===== src/rtl/rxr_pkg.sv =====
package rxr_pkg;
  // slot reserved in front of each stored packet
  localparam int HDR_BYTES = 4;
  localparam int HIDX_W    = $clog2(HDR_BYTES);
  localparam int CNT_W     = 16;

  typedef enum logic [1:0] {
    ST_IDLE = 2'd0,
    ST_RECV = 2'd1,
    ST_DROP = 2'd2,
    ST_HDR  = 2'd3
  } rx_state_e;

  typedef enum logic [1:0] {
    CFG_FIRST = 2'd0,
    CFG_STOP  = 2'd1,
    CFG_WPAGE = 2'd2,
    CFG_BOUND = 2'd3
  } cfg_sel_e;
endpackage


===== src/rtl/rxr_regs.sv =====
module rxr_regs
  import rxr_pkg::*;
#(
  parameter int PG_W = 8
) (
  input  logic            clk,
  input  logic            rst_n,
  input  logic            cfg_we,
  input  logic [1:0]      cfg_sel,
  input  logic [PG_W-1:0] cfg_wdata,
  input  logic            hw_cur_we,
  input  logic [PG_W-1:0] hw_cur_val,
  output logic [PG_W-1:0] pg_start,
  output logic [PG_W-1:0] pg_stop,
  output logic [PG_W-1:0] pg_cur,
  output logic [PG_W-1:0] pg_bnd
);
  localparam int NREG = 4;

  logic [PG_W-1:0] q [NREG];

  for (genvar g = 0; g < NREG; g++) begin : g_reg
    logic            en;
    logic [PG_W-1:0] d;
    always_comb begin
      en = cfg_we && (cfg_sel == 2'(g));
      d  = cfg_wdata;
      // the block's own page advance wins over a host write in the same cycle
      if ((g == int'(CFG_WPAGE)) && hw_cur_we) begin
        en = 1'b1;
        d  = hw_cur_val;
      end
    end
    always_ff @(posedge clk or negedge rst_n) begin
      if (!rst_n)  q[g] <= '0;
      else if (en) q[g] <= d;
    end
  end

  assign pg_start = q[int'(CFG_FIRST)];
  assign pg_stop  = q[int'(CFG_STOP)];
  assign pg_cur   = q[int'(CFG_WPAGE)];
  assign pg_bnd   = q[int'(CFG_BOUND)];
endmodule


===== src/rtl/rxr_next_page.sv =====
module rxr_next_page #(
  parameter int PG_W = 8
) (
  input  logic [PG_W-1:0] pg,
  input  logic [PG_W-1:0] pg_start,
  input  logic [PG_W-1:0] pg_stop,
  output logic [PG_W-1:0] nxt
);
  logic [PG_W-1:0] inc;
  always_comb begin
    inc = pg + PG_W'(1);
    nxt = (inc == pg_stop) ? pg_start : inc;
  end
endmodule


===== src/rtl/rxr_ctl.sv =====
module rxr_ctl
  import rxr_pkg::*;
#(
  parameter int PG_W  = 8,
  parameter int OFF_W = 8
) (
  input  logic                  clk,
  input  logic                  rst_n,
  input  logic                  rx_valid,
  input  logic [7:0]            rx_data,
  input  logic                  rx_eop,
  input  logic                  rx_good,
  input  logic [7:0]            rx_status,
  input  logic [PG_W-1:0]       pg_cur,
  input  logic [PG_W-1:0]       pg_bnd,
  input  logic [PG_W-1:0]       claim_pg,
  output logic [PG_W-1:0]       page_now,
  output logic                  cur_we,
  output logic [PG_W-1:0]       cur_val,
  output logic                  rx_ready,
  output logic                  mem_we,
  output logic [PG_W+OFF_W-1:0] mem_addr,
  output logic [7:0]            mem_wdata,
  output logic                  irq_done,
  output logic                  irq_ovw
);
  localparam int ADDR_W = PG_W + OFF_W;
  localparam logic [OFF_W-1:0] OFF_LAST = '1;
  localparam logic [OFF_W-1:0] OFF_DATA = OFF_W'(HDR_BYTES);
  localparam logic [HIDX_W-1:0] HIDX_END = HIDX_W'(HDR_BYTES - 1);

  rx_state_e         st_q, st_d;
  logic [ADDR_W-1:0] wp_q, wp_d;
  logic [PG_W-1:0]   sp_q, sp_d;
  logic [PG_W-1:0]   np_q, np_d;
  logic [CNT_W-1:0]  cnt_q, cnt_d;
  logic [7:0]        stat_q, stat_d;
  logic [HIDX_W-1:0] hi_q, hi_d;
  logic              mwe_q, mwe_d;
  logic [ADDR_W-1:0] maddr_q, maddr_d;
  logic [7:0]        mdat_q, mdat_d;
  logic              done_q, done_d;
  logic              ovw_q, ovw_d;

  logic [ADDR_W-1:0] byte_addr;
  logic              claim, full;
  logic [7:0]        hdr_byte;

  // address of the byte offered now: a fresh packet starts past the slot
  assign byte_addr = (st_q == ST_IDLE) ? {pg_cur, OFF_DATA} : wp_q;
  assign page_now  = byte_addr[ADDR_W-1:OFF_W];
  assign claim     = (byte_addr[OFF_W-1:0] == OFF_LAST) || rx_eop;
  assign full      = claim && (claim_pg == pg_bnd);

  always_comb begin
    unique case (hi_q)
      2'd0:    hdr_byte = 8'(np_q);
      2'd1:    hdr_byte = stat_q;
      2'd2:    hdr_byte = cnt_q[7:0];
      default: hdr_byte = cnt_q[15:8];
    endcase
  end

  always_comb begin
    st_d    = st_q;
    wp_d    = wp_q;
    sp_d    = sp_q;
    np_d    = np_q;
    cnt_d   = cnt_q;
    stat_d  = stat_q;
    hi_d    = hi_q;
    mwe_d   = 1'b0;
    maddr_d = maddr_q;
    mdat_d  = mdat_q;
    done_d  = 1'b0;
    ovw_d   = 1'b0;
    cur_we  = 1'b0;
    unique case (st_q)
      ST_IDLE, ST_RECV: begin
        if (rx_valid) begin
          mwe_d   = 1'b1;
          maddr_d = byte_addr;
          mdat_d  = rx_data;
          cnt_d   = (st_q == ST_IDLE) ? CNT_W'(1) : cnt_q + CNT_W'(1);
          if (st_q == ST_IDLE) sp_d = pg_cur;
          if (full) begin
            ovw_d = 1'b1;
            st_d  = rx_eop ? ST_IDLE : ST_DROP;
          end else if (rx_eop) begin
            if (rx_good) begin
              st_d   = ST_HDR;
              np_d   = claim_pg;
              stat_d = rx_status;
              hi_d   = '0;
            end else begin
              st_d = ST_IDLE;
            end
          end else begin
            st_d = ST_RECV;
            wp_d = (byte_addr[OFF_W-1:0] == OFF_LAST) ?
                   {claim_pg, {OFF_W{1'b0}}} : byte_addr + ADDR_W'(1);
          end
        end
      end
      ST_DROP: begin
        if (rx_valid && rx_eop) st_d = ST_IDLE;
      end
      ST_HDR: begin
        mwe_d   = 1'b1;
        maddr_d = {sp_q, OFF_W'(hi_q)};
        mdat_d  = hdr_byte;
        hi_d    = hi_q + HIDX_W'(1);
        if (hi_q == HIDX_END) begin
          st_d   = ST_IDLE;
          cur_we = 1'b1;
          done_d = 1'b1;
        end
      end
      default: st_d = ST_IDLE;
    endcase
  end

  always_ff @(posedge clk or negedge rst_n) begin
    if (!rst_n) begin
      st_q    <= ST_IDLE;
      wp_q    <= '0;
      sp_q    <= '0;
      np_q    <= '0;
      cnt_q   <= '0;
      stat_q  <= '0;
      hi_q    <= '0;
      mwe_q   <= 1'b0;
      maddr_q <= '0;
      mdat_q  <= '0;
      done_q  <= 1'b0;
      ovw_q   <= 1'b0;
    end else begin
      st_q    <= st_d;
      wp_q    <= wp_d;
      sp_q    <= sp_d;
      np_q    <= np_d;
      cnt_q   <= cnt_d;
      stat_q  <= stat_d;
      hi_q    <= hi_d;
      mwe_q   <= mwe_d;
      maddr_q <= maddr_d;
      mdat_q  <= mdat_d;
      done_q  <= done_d;
      ovw_q   <= ovw_d;
    end
  end

  assign cur_val   = np_q;
  assign rx_ready  = (st_q != ST_HDR);
  assign mem_we    = mwe_q;
  assign mem_addr  = maddr_q;
  assign mem_wdata = mdat_q;
  assign irq_done  = done_q;
  assign irq_ovw   = ovw_q;
endmodule


===== src/rtl/rx_ring_mgr.sv =====
module rx_ring_mgr #(
  parameter int PG_W  = 8,
  parameter int OFF_W = 8
) (
  input  logic                  clk,
  input  logic                  rst_n,
  input  logic                  cfg_we,
  input  logic [1:0]            cfg_sel,
  input  logic [PG_W-1:0]       cfg_wdata,
  input  logic                  rx_valid,
  input  logic [7:0]            rx_data,
  input  logic                  rx_eop,
  input  logic                  rx_good,
  input  logic [7:0]            rx_status,
  output logic                  rx_ready,
  output logic                  mem_we,
  output logic [PG_W+OFF_W-1:0] mem_addr,
  output logic [7:0]            mem_wdata,
  output logic                  irq_rx_done,
  output logic                  irq_overwrite,
  output logic [PG_W-1:0]       cur_page_o
);
  logic [1:0]      rst_pipe;
  logic            rst_sync_n;
  logic [PG_W-1:0] pg_start, pg_stop, pg_cur, pg_bnd;
  logic [PG_W-1:0] page_now, claim_pg, cur_val;
  logic            cur_we;

  // reset asserts at once, releases on a clock edge
  always_ff @(posedge clk or negedge rst_n) begin
    if (!rst_n) rst_pipe <= '0;
    else        rst_pipe <= {rst_pipe[0], 1'b1};
  end
  assign rst_sync_n = rst_pipe[1];

  rxr_regs #(.PG_W(PG_W)) i_regs (
    .clk        (clk),
    .rst_n      (rst_sync_n),
    .cfg_we     (cfg_we),
    .cfg_sel    (cfg_sel),
    .cfg_wdata  (cfg_wdata),
    .hw_cur_we  (cur_we),
    .hw_cur_val (cur_val),
    .pg_start   (pg_start),
    .pg_stop    (pg_stop),
    .pg_cur     (pg_cur),
    .pg_bnd     (pg_bnd)
  );

  rxr_next_page #(.PG_W(PG_W)) i_next (
    .pg       (page_now),
    .pg_start (pg_start),
    .pg_stop  (pg_stop),
    .nxt      (claim_pg)
  );

  rxr_ctl #(.PG_W(PG_W), .OFF_W(OFF_W)) i_ctl (
    .clk       (clk),
    .rst_n     (rst_sync_n),
    .rx_valid  (rx_valid),
    .rx_data   (rx_data),
    .rx_eop    (rx_eop),
    .rx_good   (rx_good),
    .rx_status (rx_status),
    .pg_cur    (pg_cur),
    .pg_bnd    (pg_bnd),
    .claim_pg  (claim_pg),
    .page_now  (page_now),
    .cur_we    (cur_we),
    .cur_val   (cur_val),
    .rx_ready  (rx_ready),
    .mem_we    (mem_we),
    .mem_addr  (mem_addr),
    .mem_wdata (mem_wdata),
    .irq_done  (irq_rx_done),
    .irq_ovw   (irq_overwrite)
  );

  assign cur_page_o = pg_cur;
endmodule


===== config.mk =====
export PLATFORM = sky130hd
export DESIGN_NAME = rx_ring_mgr
export DESIGN_NICKNAME = d
export VERILOG_FILES = /design/src/rtl/rxr_pkg.sv /design/src/rtl/rxr_regs.sv /design/src/rtl/rxr_next_page.sv /design/src/rtl/rxr_ctl.sv /design/src/rtl/rx_ring_mgr.sv
export SDC_FILE = /design/constraint.sdc
export NUM_CORES = 1
export LEC_CHECK = 0
export BUFFER_PORTS_ARGS = -buffer_cell sky130_fd_sc_hd__buf_2
export CAP_MARGIN = 5
export CELL_PAD_IN_SITES_DETAIL_PLACEMENT = 1
export CELL_PAD_IN_SITES_GLOBAL_PLACEMENT = 1
export CORE_MARGIN = 4
export CORE_UTILIZATION = 50
export CTS_CLUSTER_SIZE = 16
export DETAILED_ROUTE_END_ITERATION = 7
export GPL_TIMING_DRIVEN = 1
export HOLD_SLACK_MARGIN = 0.02
export PLACE_DENSITY = 0.89
export SETUP_SLACK_MARGIN = 0.02
export SLEW_MARGIN = 10
export SYNTH_ARGS = -nofsm -noshare
export SYNTH_HDL_FRONTEND = slang
export SYNTH_SLANG_ARGS = --single-unit

===== constraint.sdc =====
create_clock -name clk -period 6.05 [get_ports clk]
set_input_delay 0.9075 -clock clk [delete_from_list [all_inputs] [get_ports clk]]
set_output_delay 0.9075 -clock clk [all_outputs]
set_load 0.01 [all_outputs]

==> results.py, run 1 <==
metrics = {
    "floorplanning": {
        "start_util_pct": 51.40,
        "die_area_mm2": 0.01491,
        "core.rowCount": 41,
        "fp.dieH_um": 122.1,
        "num_io_pins": 68,
        "core_mm2": 0.01267,
        "die_x_um": 122.1,
    },
    "yosys": {
        "synth-async-reset-ratio_pct": 100.0,
        "yosys_most_used_dff": "dfrtp_1",
        "syn_nets": 678,
        "synth.ff_latch_count": 121,
        "synth_seq_area_share_pct": 46.49,
        "netlist-cell-type-count": 61,
        "netlist_instances": 639,
        "syn_area_mm2": 0.006512,
        "synth.yosys.warnings": 0,
        "synth.avg_cell_area_um2": 10.19,
        "synth_edf_count": 0,
    },
    "critical_path": {
        "cp_top_family": "simple AND/OR/NAND/NOR gates",
        "critPathMaxStageDelay_ps": 1020,
        "slowest_stage": "dfrtp_1",
        "crit_buf_inv": 0,
        "critPathKind": "flop to flop",
        "required_ps": 6350,
        "crit_fanout": 31,
        "start_kind": "flop",
        "end_kind": "flop",
        "path_cells": "or2_2 > mux2i_1 > and4b_1 > xnor3_1 > or3_1 > o211ai_1 > nand4_4 > o31ai_4 > mux2_2",
        "cp.arrival_ps": 5440,
    },
    "timing": {
        "period_share_pct": 84.93,
        "timing.setup.tns_ps": 0,
        "drv_slew": 0,
        "finClkSkew_ps": 7.326,
        "rsz0062_at_grt": "false",
        "layout_min_cycle_time_ps": 5138,
        "hold_viol": 0,
        "relSlewSlack_pct": 29.95,
        "worst_pin_slew_ps": 1051,
        "max_freq_ghz": 0.1946,
        "setup_viol": 0,
    },
    "layout": {
        "fin_area_mm2": 0.007557,
        "syn2layout_area_growth_pct": 16.04,
        "final_cell_mix": "dfrtp_1, nand2_1, buf_2",
        "drive_above_1_share_pct": 23.90,
        "layout.nets": 733,
        "layout_commonest_cell": "dfrtp_1",
        "antenna_cells": 0,
    },
    "placement": {
        "dp_hpwl_um": 14030,
        "gp_congestion": 0.8967,
        "portBuffers": 67,
        "placed_cell_area_mm2": 0.006939,
    },
    "clocking": {
        "path_clk_slew_ps": 50,
        "root_buffer": "clkbuf_16",
        "worstSkewPairLatency_ps": 420,
        "clock-sinks": 121,
        "cts_buffers": 17,
        "tritoncts": "yes",
        "cts.repair.resized": 0,
        "clock_path_buffers": 2,
        "post_cts_buffers": 0,
        "cts_hold_buf": 0,
        "htree_levels": 4,
    },
    "power": {
        "cellLeakagePower_nw": 3.362,
        "p_per_area_mw_per_mm2": 550.5,
        "ir_drop_mv": 0.2381,
    },
    "hold_path": {
        "worstHoldPathType": "input port to async pin",
    },
    "grt": {
        "antenna_found_initial": 0,
        "grt_pass1_wl_um": 32510,
        "grt_pass1_vias": 5828,
        "grt_max_degree": 82,
        "grt_usage_pct": 28.50,
        "grt_overflow": 0,
    },
    "route": {
        "via_per_inst": 6.131,
        "drtIter0Drc": 463,
        "routed_wl_um": 19970,
        "postRouteAntennaNets": 0,
        "dr.pass1.iters": 5,
        "wl_per_cell_um": 22.72,
        "vias": 5389,
        "drc": 0,
    },
    "job": {
        "drv_cap": 0,
    },
    "outcome": {
        "status": "finished, final reports clean",
    },
}
## per-layer routing
metal / global-route usage (%) / up-vias / wire length [µm]
li1: - / 2381 / -
met1: 36.43 / 2778 / 8367
met2: 47.69 / 177 / 10050
met3: 5.060 / 53 / 890
met4: 12.32 / 0 / 661
met5: 0 / - / 0
## cell usage after synthesis (5+ instances only)
cell	number	share of area (%)
a21o_1	5	0.58
a21oi_1	27	2.1
a222oi_1	9	1.4
a31oi_1	10	0.96
and2_1	8	0.77
and3_1	7	0.67
clkbuf_1	26	1.5
dfrtp_1	121	46
ha_1	7	1.3
inv_1	21	1.2
mux2_2	49	8.5
mux2i_1	27	4.1
nand2_1	73	4.2
nand3_1	15	1.2
nand4_1	5	0.48
nor2_1	48	2.8
nor2b_1	8	0.77
nor3_1	10	0.77
o211ai_1	5	0.58
o21ai_0	42	3.2
or3_1	5	0.48
xnor2_1	25	3.4
xnor3_1	5	1.7
xor2_1	9	1.2
## per-stage QoR
step                hold WS (ps)  instances  setup slack (ps)  power, mW  utilization (%)
floorplan                  331.2        639              2142      2.492                -
global placement           313.2        847              1314      2.939            54.76
detailed placement         323.2        847              1011      3.063            54.76
CTS                        252.5        879             968.2      4.158            59.60
global route               246.8        879             478.8      4.400            59.64
finish                     264.1        879             911.7      4.160            59.64
## cell families after synthesis
logic type | after synthesis | share of synthesized area [%]
AOI/OAI and AO/OA | 129 | 12.95
xor gates and xnor gates | 39 | 6.302
muxes | 80 | 13.54
adders and majority gates | 7 | 1.345
and+or+nand+nor | 205 | 15.49
buffers and inverters | 57 | 3.823
DFF | 121 | 46.49
other | 1 | 0.05758
## sequential cells by signal (all words and copies together), names as in the netlist
| name | flops |
|---|---|
| i_regs.pg_stop | 8 |
| i_ctl.stat_q | 8 |
| i_regs.pg_bnd | 8 |
| i_ctl.mem_we | 1 |
| i_regs.pg_start | 8 |
| i_ctl.mem_addr | 16 |
| rst_pipe | 2 |
| i_ctl.hi_q | 2 |
| i_ctl.cnt_q | 16 |
| i_regs.pg_cur | 8 |
| i_ctl.cur_val | 8 |
| i_ctl.irq_ovw | 1 |
| i_ctl.mem_wdata | 8 |
| i_ctl.irq_done | 1 |
| i_ctl.wp_q | 16 |
| i_ctl.st_q | 2 |
| i_ctl.sp_q | 8 |
## final cells by class
class / instances / area (µm²)
clock buffer: 21 / 470.5
fill: 1409 / 5114
multi-input combinational: 461 / 3246
timing repair buffer: 72 / 372.9
clock inverter: 11 / 142.6
sequential: 121 / 3032
tap: 172 / 215.2
inverter: 21 / 78.83
## report_power, final
part	leakage [nW]	internal (mW)	switching [mW]
Sequential	1.48	1.10	0.355
Combinational	1.58	0.699	0.959
Clock	0.299	0.679	0.374
Total	3.36	2.47	1.69
## worst paths after layout
| check | slack [ps] | startpoint | cells after the start | end |
|---|---|---|---|---|
| worst min-delay path | 260 | rst_n | 1 | rst_pipe[1] |
| max in group asynchronous | 4300 | rst_pipe[1] | 1 | i_ctl.wp_q[10] |
| worst min register to register | 310 | rst_pipe[1] | 0 | i_ctl.stat_q[3] |
| worst max-delay path | 910 | i_ctl.st_q[0] | 9 | i_ctl.wp_q[14] |
| min in group clk | 360 | rst_pipe[0] | 0 | rst_pipe[1] |
| worst max register to register | 910 | i_ctl.st_q[0] | 9 | i_ctl.wp_q[14] |
No activity file was read; power rests on OpenSTA's default activity.
==> run 2, diff against run 1 <==
Settings changed: CORE_UTILIZATION 50 to 47, PLACE_DENSITY 0.89 to 0.85.
Clock period 6.05 ns to 5.2 ns, I/O delays scaled along.
==> run 2 against run 1 <==
Via count decreased by 1.7%. Clock skew increased by 2.7 ps. Critical endpoint is now i_ctl.stat_q[7]. Final area increased by 0.36%. Sequential power increased by 14%.
==> results.py, run 2 (synthesized netlist as in run 1, its figures left out) <==
metrics = {
    "route": {
        "postRouteAntennaNets": 0,
        "routed_wl_um": 20110,
        "vias": 5299,
        "drtIter0Drc": 411,
        "via_per_inst": 5.974,
        "wl_per_cell_um": 22.67,
        "drc": 0,
        "dr.pass1.iters": 5,
    },
    "placement": {
        "portBuffers": 67,
        "post-place-ws_ps": 729.1,
        "dp_hpwl_um": 14030,
        "gp_congestion": 0.9118,
    },
    "hold_path": {
        "worstHoldPathType": "input port to async pin",
    },
    "timing": {
        "relSlewSlack_pct": 38.32,
        "setup_ws_ps": 574.1,
        "max_freq_ghz": 0.2162,
        "setup_viol": 0,
        "hold_viol": 0,
        "drv_slew": 0,
        "worst_pin_slew_ps": 925.2,
        "rsz0062_at_grt": "false",
        "period_share_pct": 88.96,
        "finClkSkew_ps": 10.06,
        "timing.setup.tns_ps": 0,
        "layout_min_cycle_time_ps": 4626,
    },
    "clocking": {
        "cts.repair.resized": 0,
        "cts_hold_buf": 0,
        "worstSkewPairLatency_ps": 430,
        "path_clk_slew_ps": 50,
        "root_buffer": "clkbuf_16",
        "clock_path_buffers": 2,
        "htree_levels": 4,
        "clock-sinks": 121,
        "post_cts_buffers": 0,
        "cts_buffers": 17,
        "tritoncts": "yes",
    },
    "floorplanning": {
        "core_mm2": 0.01340,
        "fp.dieH_um": 125.7,
        "die_x_um": 125.7,
        "core.rowCount": 42,
        "num_io_pins": 68,
        "die_area_mm2": 0.01580,
        "start_util_pct": 48.60,
    },
    "layout": {
        "final_cell_mix": "dfrtp_1, nand2_1, buf_2",
        "drive_above_1_share_pct": 24.05,
        "layout.nets": 738,
        "layout_commonest_cell": "dfrtp_1",
        "antenna_cells": 0,
        "syn2layout_area_growth_pct": 16.46,
    },
    "grt": {
        "grt_overflow": 0,
        "grt_pass1_vias": 5776,
        "grt_usage_pct": 26.07,
        "grt_pass1_wl_um": 32310,
        "grt_max_degree": 74,
        "antenna_found_initial": 0,
    },
    "critical_path": {
        "critPathKind": "flop to flop",
        "required_ps": 5500,
        "path_cells": "buf_4 > nor2_1 > nand2_1 > nand2_1 > ha_1 > and4b_1 > xnor3_1 > nor4b_1 > a21oi_2 > a21oi_1 > nor3_2 > nor2_4 > mux2_2",
        "slowest_stage": "dfrtp_1",
        "critPathMaxStageDelay_ps": 520,
        "crit_buf_inv": 1,
        "path_common_cell": "nand2_1",
        "crit_fanout": 19,
        "cp.arrival_ps": 4930,
        "end_kind": "flop",
        "start_kind": "flop",
        "cp_top_family": "simple AND/OR/NAND/NOR gates",
    },
    "power": {
        "p_per_area_mw_per_mm2": 639.6,
        "cellLeakagePower_nw": 3.376,
        "ir_drop_mv": 0.3208,
    },
    "outcome": {
        "status": "finished, final reports clean",
    },
    "job": {
        "drv_cap": 0,
    },
}
[run 2: cell types whose count changed in the layout (fill, tap and decap cells not counted), sizes merged]
cell	previous run	this run
buf	72	77
clkbuf	21	23
clkinv	5	3
inv	22	21
[run 2: layout make-up]
cell class                 instances  area (µm²)
sequential                       121        3032
tap                              176       220.2
inverter                          21       78.83
timing repair buffer              77       410.4
multi-input combinational        461        3246
clock inverter                     8       120.1
fill                            1463        5816
clock buffer                      23       478.0
[run 2: worst paths after layout]
| check | from | slack, ps | end | cells past startpoint |
|---|---|---|---|---|
| worst max-delay path | i_ctl.st_q[1] | 570 | i_ctl.stat_q[7] | 13 |
| worst min-delay path | rst_n | 130 | rst_pipe[1] | 1 |
| worst max register to register | i_ctl.st_q[1] | 570 | i_ctl.stat_q[7] | 13 |
| worst min register to register | rst_pipe[1] | 340 | i_ctl.cnt_q[12] | 0 |
| max in group asynchronous | rst_pipe[1] | 3500 | i_ctl.wp_q[5] | 1 |
| min in group clk | rst_pipe[0] | 360 | rst_pipe[1] | 0 |
[run 2: stage by stage]
| stage | std cells | area [µm²] | total power [mW] | hold WS (ps) | util [%] |
|---|---|---|---|---|---|
| 3_5_place_dp | 856 | 6982 | 3.578 | 350.2 | 52.10 |
| 2_1_floorplan | 639 | 6513 | 2.899 | 331.2 | - |
| 4_1_cts | 887 | 7580 | 4.845 | 115.3 | 56.56 |
| 3_3_place_gp | 856 | 6982 | 3.454 | 334.2 | 52.10 |
| 5_1_grt | 887 | 7585 | 5.120 | 124.5 | 56.60 |
| 6_report | 887 | 7585 | 4.851 | 130.3 | 56.60 |
[run 2: report_power, final]
group / switching [mW] / internal, mW
Clock: 0.426 / 0.785
Combinational: 1.15 / 0.831
Sequential: 0.380 / 1.28
Total: 1.96 / 2.89
[run 2: worst reg2reg max path, stage by stage, from the launching register on]
cell and delay (ps):
dfrtp_1 520, buf_4 260, nor2_1 380, nand2_1 170, nand2_1 140, ha_1 250
and4b_1 340, xnor3_1 420, nor4b_1 450, a21oi_2 130, a21oi_1 390, nor3_2 120
nor2_4 520, mux2_2 420
[run 2: metal layers]
metal | up-vias | GRT usage, % | share of wire (%)
met5 | - | 0 | 0
met4 | 0 | 10.91 | 3.2
met3 | 49 | 5.546 | 4.2
met2 | 157 | 43.93 | 50
met1 | 2712 | 32.66 | 43
li1 | 2381 | - | -
